`src/rtl/hlm_pkg.sv`:
```
package hlm_pkg;
  localparam int REG_W   = 32;
  localparam int CLR_BIT = REG_W - 1;
endpackage

```
`src/rtl/hlm_sync.sv`:
```
module hlm_sync #(
  parameter int STAGES = 2
) (
  input  logic clk_i,
  input  logic rst_ni,
  input  logic d_i,
  output logic q_o
);
  logic [STAGES-1:0] sync_q;

  // Reset to the released (high) level so no count starts out of reset.
  always_ff @(posedge clk_i or negedge rst_ni) begin
    if (!rst_ni) sync_q <= '1;
    else         sync_q <= {sync_q[STAGES-2:0], d_i};
  end

  assign q_o = sync_q[STAGES-1];
endmodule

```
`src/rtl/hlm_sat_cnt.sv`:
```
module hlm_sat_cnt #(
  parameter int W = 29
) (
  input  logic         clk_i,
  input  logic         rst_ni,
  input  logic         inc_i,
  input  logic         clr_i,
  output logic [W-1:0] cnt_o
);
  localparam logic [W-1:0] CNT_MAX = '1;

  logic [W-1:0] cnt_q;
  logic         at_max;

  assign at_max = (cnt_q == CNT_MAX);

  always_ff @(posedge clk_i or negedge rst_ni) begin
    if (!rst_ni)               cnt_q <= '0;
    else if (clr_i)            cnt_q <= '0;
    else if (inc_i && !at_max) cnt_q <= cnt_q + 1'b1;
  end

  assign cnt_o = cnt_q;
endmodule

```
`src/rtl/hlm_regif.sv`:
```
module hlm_regif import hlm_pkg::*; #(
  parameter int W = 29
) (
  input  logic             wr_i,
  input  logic [REG_W-1:0] wdata_i,
  input  logic [W-1:0]     cnt_i,
  output logic             clr_o,
  output logic [REG_W-1:0] rdata_o
);
  localparam int PAD_W = REG_W - W;

  logic unused_wdata;
  assign unused_wdata = ^wdata_i[CLR_BIT-1:0];

  assign clr_o   = wr_i & wdata_i[CLR_BIT];
  assign rdata_o = {{PAD_W{1'b0}}, cnt_i};
endmodule

```
`src/rtl/hold_length_meter.sv`:
```
module hold_length_meter import hlm_pkg::*; #(
  parameter int CNT_W       = 29,
  parameter int SYNC_STAGES = 2
) (
  input  logic             clk_i,
  input  logic             rst_ni,
  input  logic             hold_ni,
  input  logic             reg_wr_i,
  input  logic [REG_W-1:0] reg_wdata_i,
  output logic [REG_W-1:0] reg_rdata_o
);
  logic             hold_sync_n;
  logic             held_w;
  logic             clr_w;
  logic [CNT_W-1:0] cnt_w;

  hlm_sync #(.STAGES(SYNC_STAGES)) u_sync (
    .clk_i  (clk_i),
    .rst_ni (rst_ni),
    .d_i    (hold_ni),
    .q_o    (hold_sync_n)
  );

  assign held_w = ~hold_sync_n;

  hlm_sat_cnt #(.W(CNT_W)) u_cnt (
    .clk_i  (clk_i),
    .rst_ni (rst_ni),
    .inc_i  (held_w),
    .clr_i  (clr_w),
    .cnt_o  (cnt_w)
  );

  hlm_regif #(.W(CNT_W)) u_regif (
    .wr_i    (reg_wr_i),
    .wdata_i (reg_wdata_i),
    .cnt_i   (cnt_w),
    .clr_o   (clr_w),
    .rdata_o (reg_rdata_o)
  );
endmodule

```
`config.mk`:
```
export PLATFORM = sky130hd
export DESIGN_NAME = hold_length_meter
export DESIGN_NICKNAME = d
export VERILOG_FILES = /design/src/rtl/hlm_pkg.sv /design/src/rtl/hlm_sync.sv /design/src/rtl/hlm_sat_cnt.sv /design/src/rtl/hlm_regif.sv /design/src/rtl/hold_length_meter.sv
export SDC_FILE = /design/constraint.sdc
export NUM_CORES = 1
export LEC_CHECK = 0
export ABC_AREA = 1
export BUFFER_PORTS_ARGS = -buffer_cell sky130_fd_sc_hd__buf_2
export CAP_MARGIN = 15
export CORE_ASPECT_RATIO = 0.8
export CORE_MARGIN = 1.5
export CORE_UTILIZATION = 50
export DETAILED_ROUTE_END_ITERATION = 12
export PLACE_DENSITY = 0.88
export SETUP_SLACK_MARGIN = 0.1
export SYNTH_ARGS = -nofsm -noshare
export SYNTH_HDL_FRONTEND = slang
export SYNTH_SLANG_ARGS = --single-unit
```
`constraint.sdc`:
```
create_clock -name clk_i -period 1.9 [get_ports clk_i]
set_input_delay 0.19 -clock clk_i [delete_from_list [all_inputs] [get_ports clk_i]]
set_output_delay 0.19 -clock clk_i [all_outputs]
set_load 0.1 [all_outputs]
```
==> metrics.cfg, run 1 <==
[cts]
cts_inserted_buffers = 5
path_clk_slew_ns = 0.06
clkLatencyLatePin_ns = 0.29
root_buffer = clkbuf_8
h-tree-depth = 2
cts_tree = done
cts_sinks = 31
cts_buffer_depth = 2

[power_and_ir_drop]
pwr-share-seq = 0.453
comb_power_share = 0.175
total_power_mw = 1.57
peakVddDrop_mv = 0.468
leakage_nw = 1.21
clkPwrFrac = 0.372
p_int_mw = 1.07
p_switching_uw = 500
powerDensity_mw_per_mm2 = 615
p_sw_frac = 0.319

[die]
die_area_mm2 = 0.00455
fp.dieH_um = 60.6
io_pins = 68
start_util = 0.535
core-area_mm2 = 0.00388
die_w_um = 75.1
placementRows = 20

[layout]
drive_gt1_frac = 0.283
stdcell_count = 408
mostFrequentLayoutCell = nand2_1
layout_common_cells = nand2_1, nor2_1, buf_2
postLayoutCoreUtil = 0.658
final_nets = 389
design_area_mm2 = 0.00255
diodes = 0
fillers = 352
area_growth_pct = 22.9

[timing]
finalHoldViolCount = 0
layout_setup_ws_ns = 0.177
finClkSkew_ns = 0.00585
fmax_mhz = 581
setup_violations = 0
relSlewSlack = 0.533
period_share = 0.907
period_minus_slack_ns = 1.72
rsz0062_at_grt = false
worstMarginPinSlew_ns = 0.700
report.final.slew_viol_count = 0

[yosys]
ys_types = 31
syn_area_mm2 = 0.00208
synth.largest_area_cell = dfrtp_1
synth_area_leaders = dfrtp_1, nand2_1, nor2_1
syn_inst = 310
ys_warn_count = 0
syn_avg_cell_area_um2 = 6.70
synth-seq-cells = 31
yosysSeqAreaShare = 0.375
synth_top_area_share = 0.349

[place]
post-dp-hpwl_um = 3760
dp.cells = 393
portBuffers = 33
place_area_mm2 = 0.00234
gp_congestion = 0.946
dpl_worst_slack_ns = -0.0276

[min_path]
hold_class = reg2reg

[route]
route.detailed.drc = 0
drt-total-wl_um = 5720
vias_per_cell = 5.44
drtIter0Drc = 203
num_vias = 2221
drt-wirelength-per-cell_um = 14.0
drt-pass1-iter-count = 6
ant_nets = 0

[worst_setup_path]
worstPathArrival_ns = 1.92
path_max_fanout = 9
startpoint_type = flop
crit_path_end_kind = flop
critPathKind = reg2reg
critPathRequiredTime_ns = 2.10

[global_routing]
antenna_found_initial = 0
first_global_vias = 1960
grt_start_max_net_pins = 32
grt_first_pass_wirelength_um = 8870
grt_use_total = 0.265
grt_overflow = 0

[flow_run]
drv_cap = 0

[status]
status = complete, no violations

## metrics by stage
| stage | TNS, ns | hold WS, ns |
|---|---|---|
| final | 0 | 0.355 |
| after detailed placement | -0.0702 | 0.275 |
| after global placement | -0.0286 | 0.268 |
| after global routing | 0 | 0.359 |
| after floorplan | 0 | -0.106 |
| after CTS | 0 | 0.356 |
## path summary, 6_finish.rpt
path | startpoint | to | slack, ns | cells after the start
max reg2reg | u_cnt.cnt_o[1] | u_cnt.cnt_o[0] | 0.18 | 9
min in group asynchronous | rst_ni | u_cnt.cnt_o[8] | 0.48 | 2
max | u_cnt.cnt_o[1] | u_cnt.cnt_o[0] | 0.18 | 9
min | u_sync.sync_q[0] | u_sync.sync_q[1] | 0.36 | 0
max in group asynchronous | rst_ni | u_cnt.cnt_o[16] | 0.91 | 2
min reg2reg | u_sync.sync_q[0] | u_sync.sync_q[1] | 0.36 | 0
## worst max-delay path, cell delays in order, from the launching register on
cell and delay (ns):
dfrtp_4 0.46, ha_4 0.16, nand2_4 0.06, nor2_4 0.15
nand2_4 0.09, nor2_8 0.15, nand2_2 0.09, nand2_4 0.13
nand2_8 0.12, o21ai_0 0.21
## power groups by stage
stage	Combinational (mW)	Sequential (mW)	Clock [mW]
2_1_floorplan	0.108	0.817	0
3_3_place_gp	0.242	0.720	0
3_5_place_dp	0.248	0.722	0
4_1_cts	0.253	0.710	0.588
5_1_grt	0.289	0.713	0.618
6_report	0.275	0.711	0.583
## routing by layer
layer,vias up,track usage,share of wire
met1,1020,0.361,0.42
met2,132,0.411,0.45
met5,-,0,0
li1,1050,-,-
met3,19,0.0532,0.099
met4,0,0.122,0.024
## synthesized netlist by cell type (all sizes together)
| cell type | instances |
|---|---|
| xnor2 | 3 |
| a31oi | 1 |
| inv | 24 |
| conb | 1 |
| nor3 | 1 |
| buf | 7 |
| nand3b | 3 |
| dfrtp | 29 |
| clkinv | 1 |
| a21oi | 7 |
| nor2 | 51 |
| nand3 | 24 |
| nand4 | 7 |
| nand2 | 127 |
| o21a | 1 |
| dfstp | 2 |
| o21ai | 11 |
| or2 | 1 |
| and2 | 1 |
| xor2 | 4 |
| clkbuf | 2 |
| o21bai | 1 |
| ha | 1 |
## flip-flops by register name (all words and copies together), names as in the netlist
signal,count
u_cnt.cnt_o,29
u_sync.sync_q,2
## cell type report
class                           count  area [um^2]  area share
Timing Repair Buffer               40          235      0.0922
Inverter                           25          106      0.0417
Tap cell                           55         68.8      0.0270
Clock buffer                        8          100      0.0392
Multi-Input combinational cell    248         1200       0.472
Sequential cell                    31          827       0.324
Timing Repair inverter              1         11.3     0.00441
## logic make-up after synthesis
family          Yosys count  share of synthesized area
compound gates           21                     0.0536
flops                    31                      0.375
simple gates            215                      0.455
buf+inv                  34                     0.0789
fa+ha+maj                 1                    0.00602
xor+xnor                  7                     0.0295
other cells               1                    0.00181
## what timing repair did
action,4_1_cts,5_1_grt
buffers inserted,0,3
pin swaps,0,5
hold buffers,2,0
gates cloned,0,2
setup endpoints to repair,16,28
endpoints found under the hold margin,30,0
resized for setup,4,4
Power figures use the tool's default switching activity.
==> run 2, diff against run 1 <==
--- a/config.mk
+++ b/config.mk
@@ -5,14 +5,14 @@
 export SDC_FILE = /design/constraint.sdc
 export NUM_CORES = 1
 export LEC_CHECK = 0
-export ABC_AREA = 1
+export ABC_AREA = 0
 export BUFFER_PORTS_ARGS = -buffer_cell sky130_fd_sc_hd__buf_2
 export CAP_MARGIN = 15
 export CORE_ASPECT_RATIO = 0.8
 export CORE_MARGIN = 1.5
-export CORE_UTILIZATION = 50
+export CORE_UTILIZATION = 49
 export DETAILED_ROUTE_END_ITERATION = 12
-export PLACE_DENSITY = 0.88
+export PLACE_DENSITY = 0.89
 export SETUP_SLACK_MARGIN = 0.1
 export SYNTH_ARGS = -nofsm -noshare
 export SYNTH_HDL_FRONTEND = slang
==> run 2 against run 1 <==
  * The flow now finishes with violations (negative setup slack)
  * Critical path depth is the same
  * Die area fell by 13%
  * Area after synthesis fell by 15%
  * Maximum frequency is 13% lower
  * Sequential power up 3.4%
  * First-iteration DRC count down 32%
  * Highest routed layer unchanged
==> metrics.cfg, run 2 <==
[layout]
layout_common_cells = buf_4, buf_2, dfrtp_4
area_growth_pct = 66.5
final_nets = 308
drive_gt1_frac = 0.654
mostFrequentLayoutCell = buf_4
design_area_mm2 = 0.00294
largest_register_ffs = 29
diodes = 0
postLayoutCoreUtil = 0.852

[place]
dpl_worst_slack_ns = -0.0784
gp_congestion = 0.812
portBuffers = 33
place_area_mm2 = 0.00244
post-dp-hpwl_um = 3340

[worst_setup_path]
rrSetupSlack_ns = -0.08
worstReg2RegStart = u_cnt.cnt_o[1]
critPathKind = reg2reg
cpPeakStageDelay_ns = 0.45
r2r_cells = 9
cp_num_buf_inv = 3
crit_path_end_kind = flop
worstPathArrival_ns = 2.21
rr_endpoint = u_cnt.cnt_o[8]
path_max_fanout = 3
critPathMostFrequentCell = buf_4
startpoint_type = flop
cpLargestDelayFamily = simple AND/OR/NAND/NOR gates
cp_slowest_cell = dfrtp_4
cp.depth = 9
worstPathCellList = ha_4 > buf_4 > buf_4 > buf_4 > nand3_1 > nor2_2 > nand4_1 > or3_1 > a21oi_1
critPathRequiredTime_ns = 2.12

[die]
die_w_um = 70.1
die_area_mm2 = 0.00397
fp.dieH_um = 56.7
core-area_mm2 = 0.00345
io_pins = 68
start_util = 0.512
placementRows = 19

[route]
drtIter0Drc = 139
vias_per_cell = 6.25
drt-total-wl_um = 6700
ant_nets = 0
drt-wirelength-per-cell_um = 21.3
drt-pass1-iter-count = 4
num_vias = 1963
route.detailed.drc = 0

[power_and_ir_drop]
pwr-share-seq = 0.450
clkPwrFrac = 0.312
p_int_mw = 1.07
p_sw_frac = 0.343
powerDensity_mw_per_mm2 = 556
leakage_nw = 1.17
total_power_mw = 1.63
comb_power_share = 0.237
peakVddDrop_mv = 0.882
p_switching_uw = 561

[cts]
cts_buffer_depth = 2
root_buffer = clkbuf_8
path_clk_slew_ns = 0.06
clkLatencyLatePin_ns = 0.30
cts_tree = done
cts_inserted_buffers = 5
h-tree-depth = 2
cts_sinks = 31

[global_routing]
first_global_vias = 1766
grt_busiest_layer = met2
antenna_found_initial = 0
grt_overflow = 0
met3_usage = 0.0916
grt_start_max_net_pins = 32
grt_first_pass_wirelength_um = 8870
met1_usage = 0.361
grt_use_total = 0.295
use_met2 = 0.476

[timing]
rsz0062_at_grt = true
period_share = 1.04
report.final.slew_viol_count = 0
finClkSkew_ns = 0.00595
setup_violations = 14
fmax_mhz = 504
relSlewSlack = 0.538
layout_setup_ws_ns = -0.0849
finalHoldViolCount = 0
worstMarginPinSlew_ns = 0.692
period_minus_slack_ns = 1.98
timing.hold.ws_ns = 0.229

[yosys]
synth_edf_count = 0
synth_top_area_share = 0.411
synth_area_leaders = dfrtp_1, xnor2_1, a21oi_1
ys_warn_count = 0
ys_types = 46
yosysSeqAreaShare = 0.441
synth.largest_area_cell = dfrtp_1
synth_most_common_cell = dfrtp_1
syn_inst = 178
ys_async_sr_fraction = 1.00
yosys-top-cells-count = dfrtp_1, nor2_1, a21oi_1
syn_area_mm2 = 0.00176
synth-seq-cells = 31
synth_ff_type = dfrtp_1
syn_avg_cell_area_um2 = 9.91

[status]
violations = negative setup slack
status = finished with violations

[min_path]
min_path_cells = 3
min_from = reg_wdata_i[31]
min_to = u_cnt.cnt_o[9]
hold_class = in2reg

[flow_run]
drv_cap = 0

-- run 2: cell count changes after synthesis, sizes merged, moves of 8 or more --
cell	change
nor2	-33
a21oi	+8
nand3	-18
or3	+12
nand2	-115
inv	-20
-- run 2: kinds of logic (layout without fill, tap and decap cells) --
| logic type | after synthesis | in the layout | synth area share |
|---|---|---|---|
| AOI/OAI and AO/OA | 41 | 42 | 0.177 |
| xor gates and xnor gates | 12 | 12 | 0.0596 |
| adders and majority gates | 1 | 1 | 0.00709 |
| buffers and inverters | 15 | 106 | 0.0425 |
| DFF | 31 | 31 | 0.441 |
| other | 1 | 3 | 0.00213 |
| and+or+nand+nor | 77 | 77 | 0.270 |
-- run 2: cell type report --
type                            instances  area (um^2)
Fill cell                             159          509
Sequential cell                        31          880
Clock buffer                            7         76.3
Inverter                                4         15.0
Tap cell                               42         52.6
Multi-Input combinational cell        135         1190
Clock inverter                          1         5.00
Timing Repair Buffer                   94          718
-- run 2: how the worst max path moves through the flow --
stage,start,to
after floorplan,u_cnt.cnt_o[0],u_cnt.cnt_o[14]
after global placement,u_cnt.cnt_o[1],u_cnt.cnt_o[24]
after detailed placement,u_cnt.cnt_o[1],u_cnt.cnt_o[21]
after CTS,u_cnt.cnt_o[1],u_cnt.cnt_o[14]
after global routing,u_cnt.cnt_o[1],u_cnt.cnt_o[8]
final,u_cnt.cnt_o[1],u_cnt.cnt_o[8]
-- run 2: layer usage --
metal	wire (um)	share of wire
met5	0	0
met4	431	0.064
met3	502	0.075
met2	3160	0.47
met1	2600	0.39
-- run 2: per-stage QoR --
step	TNS (ns)	instances
global placement	-0.0149	287
floorplan	-3.95	180
finish	-0.640	314
CTS	-0.0973	305
global route	-1.82	314
detailed placement	-0.625	287
-- run 2: what timing repair did --
action	in CTS	in global routing
hold endpoints to repair	30	0
pin swaps	23	27
hold buffers	2	0
endpoints found under the setup margin	26	28
setup buffers	7	9
resized for setup	18	31
gates cloned	1	0
-- run 2: power by group through the flow --
stage,clock network (mW),registers (mW),logic (mW)
after floorplan,0,0.873,0.0923
after global placement,0,0.736,0.303
after detailed placement,0,0.739,0.309
after CTS,0.511,0.729,0.335
after global routing,0.539,0.736,0.402
final,0.510,0.735,0.388
-- run 2: worst min-delay path, delay by kind of cell --
kind                   cells  cell delay, ns
AND/OR/NAND/NOR            1            0.09
buffers and inverters      1            0.10
AO/OA/AOI/OAI              1            0.12
==> run 3, diff against run 2 <==
--- a/config.mk
+++ b/config.mk
@@ -10,9 +10,10 @@
 export CAP_MARGIN = 15
 export CORE_ASPECT_RATIO = 0.8
 export CORE_MARGIN = 1.5
-export CORE_UTILIZATION = 49
+export CORE_UTILIZATION = 34
 export DETAILED_ROUTE_END_ITERATION = 12
-export PLACE_DENSITY = 0.89
+export GPL_ROUTABILITY_DRIVEN = 1
+export PLACE_DENSITY = 0.68
 export SETUP_SLACK_MARGIN = 0.1
 export SYNTH_ARGS = -nofsm -noshare
 export SYNTH_HDL_FRONTEND = slang
==> run 3 against run 2 <==
  * The flow still finishes with violations (negative setup slack)
  * Design area fell by 6.0%
  * Critical endpoint is now u_cnt.cnt_o[21]
  * Sequential power down 1%
  * Highest routed layer unchanged
  * Register-to-register slack improved by 0.03 ns
  * Wire length is 31% lower
  * Combinational power down 13%
  * Critical path depth decreased by 2
  * Critical path type unchanged
==> metrics.cfg, run 3 (synthesis results as in run 2) <==
[layout]
layout_common_cells = buf_4, buf_2, dfrtp_4
area_growth_pct = 56.5
largest_register_ffs = 29
multi_input_area_mm2 = 0.00110
design_area_mm2 = 0.00276
stdcell_count = 325
diodes = 0
mostFrequentLayoutCell = buf_4
fillers = 462
final_nets = 299
regArea_um2 = 880
drive_gt1_frac = 0.586

[global_routing]
grt_first_pass_wirelength_um = 7860
grt_use_total = 0.180
grt_start_max_net_pins = 32
antenna_found_initial = 0
first_global_vias = 1602
grt_overflow = 0

[place]
dpl_worst_slack_ns = -0.0380
place_area_mm2 = 0.00243
post-dp-hpwl_um = 3170
portBuffers = 33
gp_congestion = 0.765
dp.cells = 302

[timing]
period_share = 1.03
worstMarginPinSlew_ns = 0.725
layout_setup_ws_ns = -0.0594
timing.hold.ws_ns = 0.172
setup_violations = 2
finClkSkew_ns = 0.00330
rsz0062_at_grt = true
fmax_mhz = 510
report.final.slew_viol_count = 0
finalHoldViolCount = 0
period_minus_slack_ns = 1.96
relSlewSlack = 0.517

[die]
placementRows = 23
start_util = 0.352
io_pins = 68
fp.dieH_um = 67.4
core-area_mm2 = 0.00501
die_area_mm2 = 0.00563
die_w_um = 83.5

[cts]
cts_inserted_buffers = 5
root_buffer = clkbuf_8
cts_buffer_depth = 2
cts_tree = done
cts_sinks = 31
h-tree-depth = 2
path_clk_slew_ns = 0.07
clkLatencyLatePin_ns = 0.29

[route]
route.detailed.drc = 0
num_vias = 1645
drt-wirelength-per-cell_um = 14.3
drt-total-wl_um = 4640
vias_per_cell = 5.06
ant_nets = 0
drt-pass1-iter-count = 4
drtIter0Drc = 48

[status]
status = finished with violations
violations = negative setup slack

[worst_setup_path]
critPathRequiredTime_ns = 2.12
cpPeakStageDelay_ns = 0.47
cp_slowest_cell = or4_4
crit_path_end_kind = flop
worstPathCellList = buf_4 > nand3_4 > nor4_4 > o31ai_4 > buf_6 > or4_4 > a21oi_2
critPathKind = reg2reg
path_max_fanout = 6
startpoint_type = flop
worstPathArrival_ns = 2.18

[min_path]
hold_class = in2reg

[power_and_ir_drop]
total_power_mw = 1.57
powerDensity_mw_per_mm2 = 569
leakage_nw = 1.08
peakVddDrop_mv = 0.404

[flow_run]
drv_cap = 0

run 3: cell types whose count changed in the layout (fill, tap and decap cells not counted), sizes merged:
cell,before,now
buf,92,84
clkbuf,7,8
a31o,3,2
clkinv,1,0
run 3: routing by layer:
layer,part of all wire,wire [um],GRT usage
met5,0,0,0
met1,0.48,2220,0.234
met4,0.012,54,0.0799
met2,0.47,2180,0.293
met3,0.039,181,0.0416
run 3: metrics by stage:
step / TNS [ns] / utilization
2_1_floorplan: -3.95 / -
3_3_place_gp: -0.00680 / 0.485
3_5_place_dp: -0.171 / 0.485
4_1_cts: 0 / 0.528
5_1_grt: -1.18 / 0.551
6_report: -0.0941 / 0.551
run 3: timing repair:
action,4_1_cts,5_1_grt
hold endpoints to repair,30,0
resized for setup,12,13
pin swaps,10,18
setup endpoints to repair,25,28
hold buffers,2,0
buffers inserted,6,7
run 3: worst max-delay path, delay by kind of cell (launching register included):
family	cells	cell delay, ns
flops	1	0.42
compound gates	2	0.25
buf+inv	2	0.29
simple gates	3	0.93
run 3: final cells by class:
class | instances | area share
multi-input cells | 134 | 0.398
flip-flops and latches | 31 | 0.319
repair buffers | 86 | 0.220
clock buffers | 8 | 0.0290
well taps | 62 | 0.0281
inverters | 4 | 0.00544
run 3: final timing paths:
path                                        from          endpoint  slack [ns]  depth (start not counted)
worst min register to register  u_sync.sync_q[0]  u_sync.sync_q[1]        0.36                          0
min in group asynchronous                 rst_ni   u_cnt.cnt_o[25]        0.49                          2
worst max register to register    u_cnt.cnt_o[0]   u_cnt.cnt_o[21]       -0.06                          7
worst max-delay path              u_cnt.cnt_o[0]   u_cnt.cnt_o[21]       -0.06                          7
max in group asynchronous                 rst_ni    u_cnt.cnt_o[4]        0.86                          2
worst min-delay path             reg_wdata_i[31]    u_cnt.cnt_o[9]        0.17                          3
run 3: where the power goes:
group | total (mW) | internal [mW] | switching [mW]
Combinational | 0.336 | 0.0887 | 0.247
Clock | 0.510 | 0.260 | 0.250
Sequential | 0.726 | 0.694 | 0.0318
